<file path="src/rtl/canon_pkg.sv">
package canon_pkg;
  localparam int unsigned VEC_W = 8;
  localparam int unsigned ERR_W = 16;
  localparam int unsigned IDX_W = 4;
  typedef logic [VEC_W-1:0] vec_t;
  typedef logic [ERR_W-1:0] err_t;
  typedef logic [IDX_W-1:0] idx_t;
  localparam vec_t VEC_STACK = 8'd12;
  localparam vec_t VEC_GPROT = 8'd13;
  localparam idx_t IDX_SP    = 4'd4;
  localparam idx_t IDX_FP    = 4'd5;
  localparam err_t ERR_NONE  = '0;
endpackage

</file>
<file path="src/rtl/canon_check.sv">
// Canonical test for one paging depth: everything from TOP_LSB up must match.
module canon_check #(
  parameter int unsigned ADDR_W  = 64,
  parameter int unsigned TOP_LSB = 47
) (
  input  logic [ADDR_W-1:0] addr_i,
  output logic              canon_o
);
  logic signed [ADDR_W-1:0] sext;
  always_comb begin
    sext    = $signed(addr_i) >>> TOP_LSB;
    canon_o = (&sext) | ~(|sext);
  end
endmodule

</file>
<file path="src/rtl/canon_vec_sel.sv">
module canon_vec_sel import canon_pkg::*; (
  input  logic base_vld_i,
  input  idx_t base_idx_i,
  input  logic stack_op_i,
  output vec_t vec_o
);
  logic stack_based;
  always_comb begin
    stack_based = stack_op_i |
                  (base_vld_i & ((base_idx_i == IDX_SP) | (base_idx_i == IDX_FP)));
    vec_o = stack_based ? VEC_STACK : VEC_GPROT;
  end
endmodule

</file>
<file path="src/rtl/canon_fault_classifier.sv">
module canon_fault_classifier import canon_pkg::*; #(
  parameter int unsigned ADDR_W  = 64,
  parameter int unsigned VA_BITS4 = 48,
  parameter int unsigned VA_BITS5 = 57
) (
  input  logic              clk_i,
  input  logic              rst_ni,
  input  logic              acc_valid_i,
  input  logic [ADDR_W-1:0] addr_i,
  input  logic              five_level_i,
  input  logic              base_vld_i,
  input  logic [IDX_W-1:0]  base_idx_i,
  input  logic              stack_op_i,
  output logic              fault_vld_o,
  output logic [VEC_W-1:0]  fault_vec_o,
  output logic [ERR_W-1:0]  fault_err_o
);
  localparam int unsigned NUM_DEPTHS = 2;
  localparam int unsigned LSB4 = VA_BITS4 - 1;
  localparam int unsigned LSB5 = VA_BITS5 - 1;

  logic [NUM_DEPTHS-1:0] canon_d;
  logic                  is_canon;
  logic                  fault_d;
  vec_t                  vec_d;

  for (genvar g = 0; g < NUM_DEPTHS; g++) begin : g_depth
    canon_check #(
      .ADDR_W (ADDR_W),
      .TOP_LSB((g == 0) ? LSB4 : LSB5)
    ) i_chk (
      .addr_i (addr_i),
      .canon_o(canon_d[g])
    );
  end

  canon_vec_sel i_sel (
    .base_vld_i(base_vld_i),
    .base_idx_i(base_idx_i),
    .stack_op_i(stack_op_i),
    .vec_o     (vec_d)
  );

  assign is_canon = five_level_i ? canon_d[1] : canon_d[0];
  assign fault_d  = acc_valid_i & ~is_canon;

  always_ff @(posedge clk_i or negedge rst_ni) begin
    if (!rst_ni) begin
      fault_vld_o <= 1'b0;
      fault_vec_o <= '0;
      fault_err_o <= '0;
    end else begin
      fault_vld_o <= fault_d;
      if (fault_d) begin
        fault_vec_o <= vec_d;
        fault_err_o <= ERR_NONE;
      end
    end
  end
endmodule

</file>
<file path="config.mk">
export PLATFORM = sky130hd
export DESIGN_NAME = canon_fault_classifier
export DESIGN_NICKNAME = d
export VERILOG_FILES = /design/src/rtl/canon_pkg.sv /design/src/rtl/canon_check.sv /design/src/rtl/canon_vec_sel.sv /design/src/rtl/canon_fault_classifier.sv
export SDC_FILE = /design/constraint.sdc
export NUM_CORES = 1
export LEC_CHECK = 0
export ABC_AREA = 1
export BUFFER_PORTS_ARGS = -buffer_cell sky130_fd_sc_hd__buf_2
export CAP_MARGIN = 20
export CORE_MARGIN = 3
export CORE_UTILIZATION = 22
export CTS_CLUSTER_SIZE = 16
export DETAILED_ROUTE_END_ITERATION = 10
export GPL_TIMING_DRIVEN = 0
export PLACE_DENSITY = 0.77
export RECOVER_POWER = 25
export SYNTH_ARGS = -nofsm -noshare
export SYNTH_HDL_FRONTEND = slang
export SYNTH_SLANG_ARGS = --single-unit
</file>
<file path="constraint.sdc">
create_clock -name clk_i -period 0.82 [get_ports clk_i]
set_clock_uncertainty 0.2 [all_clocks]
set_input_delay 0.246 -clock clk_i [delete_from_list [all_inputs] [get_ports clk_i]]
set_output_delay 0.246 -clock clk_i [all_outputs]
set_load 0.02 [all_outputs]
</file>
; Word-level counts from Yosys, hierarchy flattened
; Cells that the tools add are included.
; Widths: inputs -> output; s select.
[classes]
bitwise = 9
n_div = 0
n_mux = 2
n_eq_ne = 2
shift = 0
n_mul = 0
n_lt_le_gt_ge = 0
reduce_logical = 4
addsub = 0
[op_table]
columns = operator, count
row1 = $reduce_and 17->1, 1
row2 = $reduce_or 17->1, 1
row3 = $eq 4x3->1 const B, 2
row4 = $reduce_and 8->1, 1
row5 = $reduce_or 8->1, 1
row6 = $or 1x1->1, 4
row7 = $not 1->1, 3
row8 = $and 1x1->1, 2
row9 = $mux 1, 2
[word_totals]
ram_bits = 0
input_bits = 74
output_inout_bits = 25
latchBits = 0
memories = 0
reg_bits = 9
romBits = 0
word_cells = 19

; Logic depth before layout (Yosys ltp)
[depth]
word_depth = 6
depth_mapped = 8
ltp_nobuf = 8

; By module
; From an unflattened synthesis, not the netlist that was laid out.
[hier_totals]
hier_cells = 110
hier_area_um2 = 752.0
[by_module_without_submodules]
columns = mod, cells_per_inst, seq_area_each_um2, area_each_um2, instances
row1 = canon_fault_classifier, 56, 225.2, 509.2, 1
row2 = canon_check (g_depth[0].i_chk), 27, 0.0, 112.6, 1
row3 = canon_vec_sel, 13, 0.0, 76.3, 1
row4 = canon_check (g_depth[1].i_chk), 14, 0.0, 53.8, 1

; Worst setup path before layout
; OpenSTA, ideal clock, no wires.
[synth_timing]
kind = in2reg
start = in addr_i[59]
end = reg fault_vec_o[0]
cell_stages = 8
setup_time_ps = 121
t_arrival_ps = 769
required_ps = 499
path_slack_ps = -270
path_buffers = 0
path_cell_list = nor2_2 -> inv_1 -> nor2_1 -> nand3_1 -> nand2_2 -> inv_2 -> nand3_2 -> nand2_1
[synth_between]
elab_chain_len = 6
word_cells_on_any_way = 11
cone_classes = 1 x mux / 6 x bitwise / 4 x reduce/logical
[synth_lines]
columns = element, line_no
row1 = from (decl), canon_fault_classifier.sv:9  ; input logic [ADDR_W-1:0] addr_i,
row2 = $reduce_or 17->1 or $reduce_or 8->1 (tied branches), canon_check.sv:12  ; canon_o = (&sext) | ~(|sext);
row3 = $not 1->1, canon_check.sv:12
row4 = $or 1x1->1, canon_check.sv:12
row5 = $mux 1 *, canon_fault_classifier.sv:44  ; assign is_canon = five_level_i ? canon_d[1] : canon_d[0];
row6 = $not 1->1 *, canon_fault_classifier.sv:45  ; assign fault_d = acc_valid_i & ~is_canon;
row7 = $and 1x1->1 *, canon_fault_classifier.sv:45
row8 = to (signal assigned), canon_fault_classifier.sv:55  ; fault_vec_o <= vec_d;
row9 = to (decl), canon_fault_classifier.sv:15  ; output logic [VEC_W-1:0] fault_vec_o,
; Mark *: on every way between the ends. The rest lies on a longest branch, timed or not.
; A chain may end at the register's enable or synchronous reset.

==> impl_results.md <==
- Clock transition at path regs: 0.04 ns
- Layout cell share with drive strength beyond 1: 58.82%
- Root Driver: clkbuf_4
- Hpwl dp: 1040 um
- Crit start category: flop
- Aggregate routed wire length: ~1300 um
- Inserted Clock Buffers: 3
- Count of cell types in the netlist: 15
- # DRC: 0
- Worst-Skew Late Latency: 0.24 ns
- DR vias: between 500 and 600
- CORE AREA: 0.002022 mm2
- Antenna violations before repair: 0
- First-pass DRT Iterations: 2
- Critical path arrival: roughly 0.88 ns
- Number of core rows: 16
- H-tree levels: 1
- RSZ-0062 raised after global routing: yes
- CP Capture Type: primary output
- DP Worst Slack: -0.4739 ns
- WP buf/inv: 2
- CP max FO: 3
- Worst hold start: stack_op_i
- Pwr per Cell Area: around 860 mW/mm2
- Cell Chain, Critical Path: buf_6, buf_6
- Most used DFF post-synth: dfrtp_1
- First-pass GRT wire length: 2007 um
- Part of the cycle the worst path needs: 161.1%
- Post-DR wirelength/cell: 8.264 um
- TNS Setup: -2.167 ns
- Most frequent cells after synthesis: buf_4, nor2_1, nand2_1
- Post-synthesis cell count: 79
- Vias in the first global route: approximately 530
- # diodes: 0
- Yosys top cell area share: about a third
- Final ANT Viol Nets: 0
- Avg Vias per Cell: around 3.7
- Reg2reg path depth: 4
- CTS tree: done
- Number of synthesized flops with an enable pin: 0
- Max incr delay on CP: 0.41 ns
- I/O pin cnt: 99
- Worst Hold Depth: 4
- Die ar.: about 0.0028 mm2
- Leak: about 0.55 nW
- Die Wd: 53.04 um
- Max Cap Viol: 0
- Global-route usage over all layers: 9.871%
- Yosys reg bits: 3
- Worst R2R End: fault_vec_o[0]
- CP delay by family, top: flip-flops
- Clock Path Buffers: 2
- CP dominant cell by count: buf_6
- Final Max Tran Viols: 0
- Largest net degree at the start of global routing: 5
- Buffers on Ports: 29
- Finish-stage setup viols: 7
- R2R Setup Slk: -0.20 ns
- Starting density of the core: around 24%
- Final Hold Fails: 0
- Synth area leader: buf_4
- Final worst setup slack: -0.5014 ns
- Placed inst area: 770.7 um2
- Avg Cell Area, Syn: ~6.2 um2
- WS Path Type: reg -> out
- Global route overflow: 0
- Crit path time final: ~1.3 ns
- Critical Path RT: roughly 0.37 ns
- Fillers: 195
- Failing checks: negative setup slack
- Post-route cell area: 977.2 um2
- Yosys warnings: 0
- Die Span Y: ~53 um
- Post-synth ARST share: 100.0%
- CTS Sinks: 3
- Layout area overhead: 100.8%
- Most numerous cell in the Yosys netlist: buf_4
- Initial DRC Count: 2
- Final GP Congestion: approximately 0.70
- IR Drop Worst-Case VDD: 0.4911 mV
- CP max-delay cell: dfrtp_2
- Reg-to-Reg Start: fault_vec_o[0]
- Sequential fraction of the synthesis area: 15.42%
- F_max: 0.7568 GHz
- Synth area leaders: buf_4, dfrtp_1, nor2_1, nand2_1, inv_1
- Hold EP: fault_vec_o[0]
- Hold Path Class: in -> reg
- Nets: between 200 and 250
- Outcome: finished, violations left
- Synthesized area: 486.7 um2
-- cell type report --
class | count | area (um2) | area share [%]
Buffer | 22 | 168.9 | 17.29
Tap cell | 27 | 33.78 | 3.457
Multi-Input combinational cell | 66 | 361.6 | 37.00
Timing Repair Buffer | 33 | 280.3 | 28.68
Inverter | 8 | 30.03 | 3.073
Sequential cell | 3 | 76.32 | 7.811
Clock buffer | 4 | 26.28 | 2.689
-- timing repair --
item | in CTS | in global routing
hold buffers | 1 | 0
setup buffers | 1 | 2
pin swaps | 19 | 7
setup endpoints to repair | 7 | 7
gates resized for setup | 27 | 10
endpoints found under the hold margin | 3 | 0
-- metrics by stage --
step | util [%] | hold slack [ns] | cells | power [W]
3_3_place_gp | 38.12 | -0.1601 | 155 | 0.0004780
6_report | 48.33 | 0.06567 | 163 | 0.0008390
2_1_floorplan | - | -0.2496 | 99 | 0.0003858
3_5_place_dp | 38.12 | -0.1563 | 155 | 0.0004823
4_1_cts | 45.67 | 0.07248 | 161 | 0.0008075
5_1_grt | 48.33 | 0.08069 | 163 | 0.0009098
-- routing by layer --
metal	GRT usage [%]	share of wire, %
met5	0	0
met4	5.957	2.6
met3	3.099	15
met1	8.725	29
met2	19.01	53
-- flip-flops by register name, summed over array words and instances (netlist names) --
register	flops
fault_vec_o	2
fault_vld_o	1
-- where the power goes --
group | total (W) | switching (W) | internal [W] | leakage (nW)
clock network | 0.000263 | 0.0000804 | 0.000183 | 0.0150
logic | 0.000415 | 0.000204 | 0.000211 | 0.504
registers | 0.000161 | 0.00000464 | 0.000156 | 0.0323
-- worst register-to-register path, cell delays in order (launching register included) --
cell and delay [ns]:
dfrtp_1 0.38, buf_4 0.14, inv_1 0.04, o21bai_1 0.09
nand2_1 0.06
-- cell usage in the layout (no fill, tap or decap), types with 2 or more instances in the layout --
cell      synthesis  layout
conb_1            1      21
o21bai_1          2       2
nand3_1           3       2
buf_6             0      14
buf_4            22      25
clkbuf_1          0       2
nand3_2           1       2
nor2_2            3       5
nor2_1           15       6
inv_1             7       7
nand2_2           4       7
buf_2             0      12
dfrtp_1           3       2
nand2_1          14      11
clkbuf_4          0       3
buf_8             0       2
nor2_4            0       7
-- kinds of logic after synthesis --
logic type             after synthesis  share of synthesized area, %
AOI/OAI and AO/OA                    5                         7.197
DFF                                  3                         15.42
buffers and inverters               30                         40.10
and+or+nand+nor                     40                         36.50
other                                1                        0.7705
-- worst max-delay path by stage --
stage	startpoint	endpoint	slack (ns)	cells after the start
4_1_cts	fault_vec_o[2]	fault_vec_o[3]	-0.50	2
2_1_floorplan	addr_i[54]	fault_vec_o[0]	-0.26	8
3_3_place_gp	addr_i[63]	fault_vec_o[0]	-0.46	9
6_report	fault_vec_o[2]	fault_vec_o[3]	-0.50	2
5_1_grt	fault_vec_o[2]	fault_vec_o[3]	-0.53	2
3_5_place_dp	addr_i[63]	fault_vec_o[0]	-0.47	9
Power figures use the tool's default switching activity.
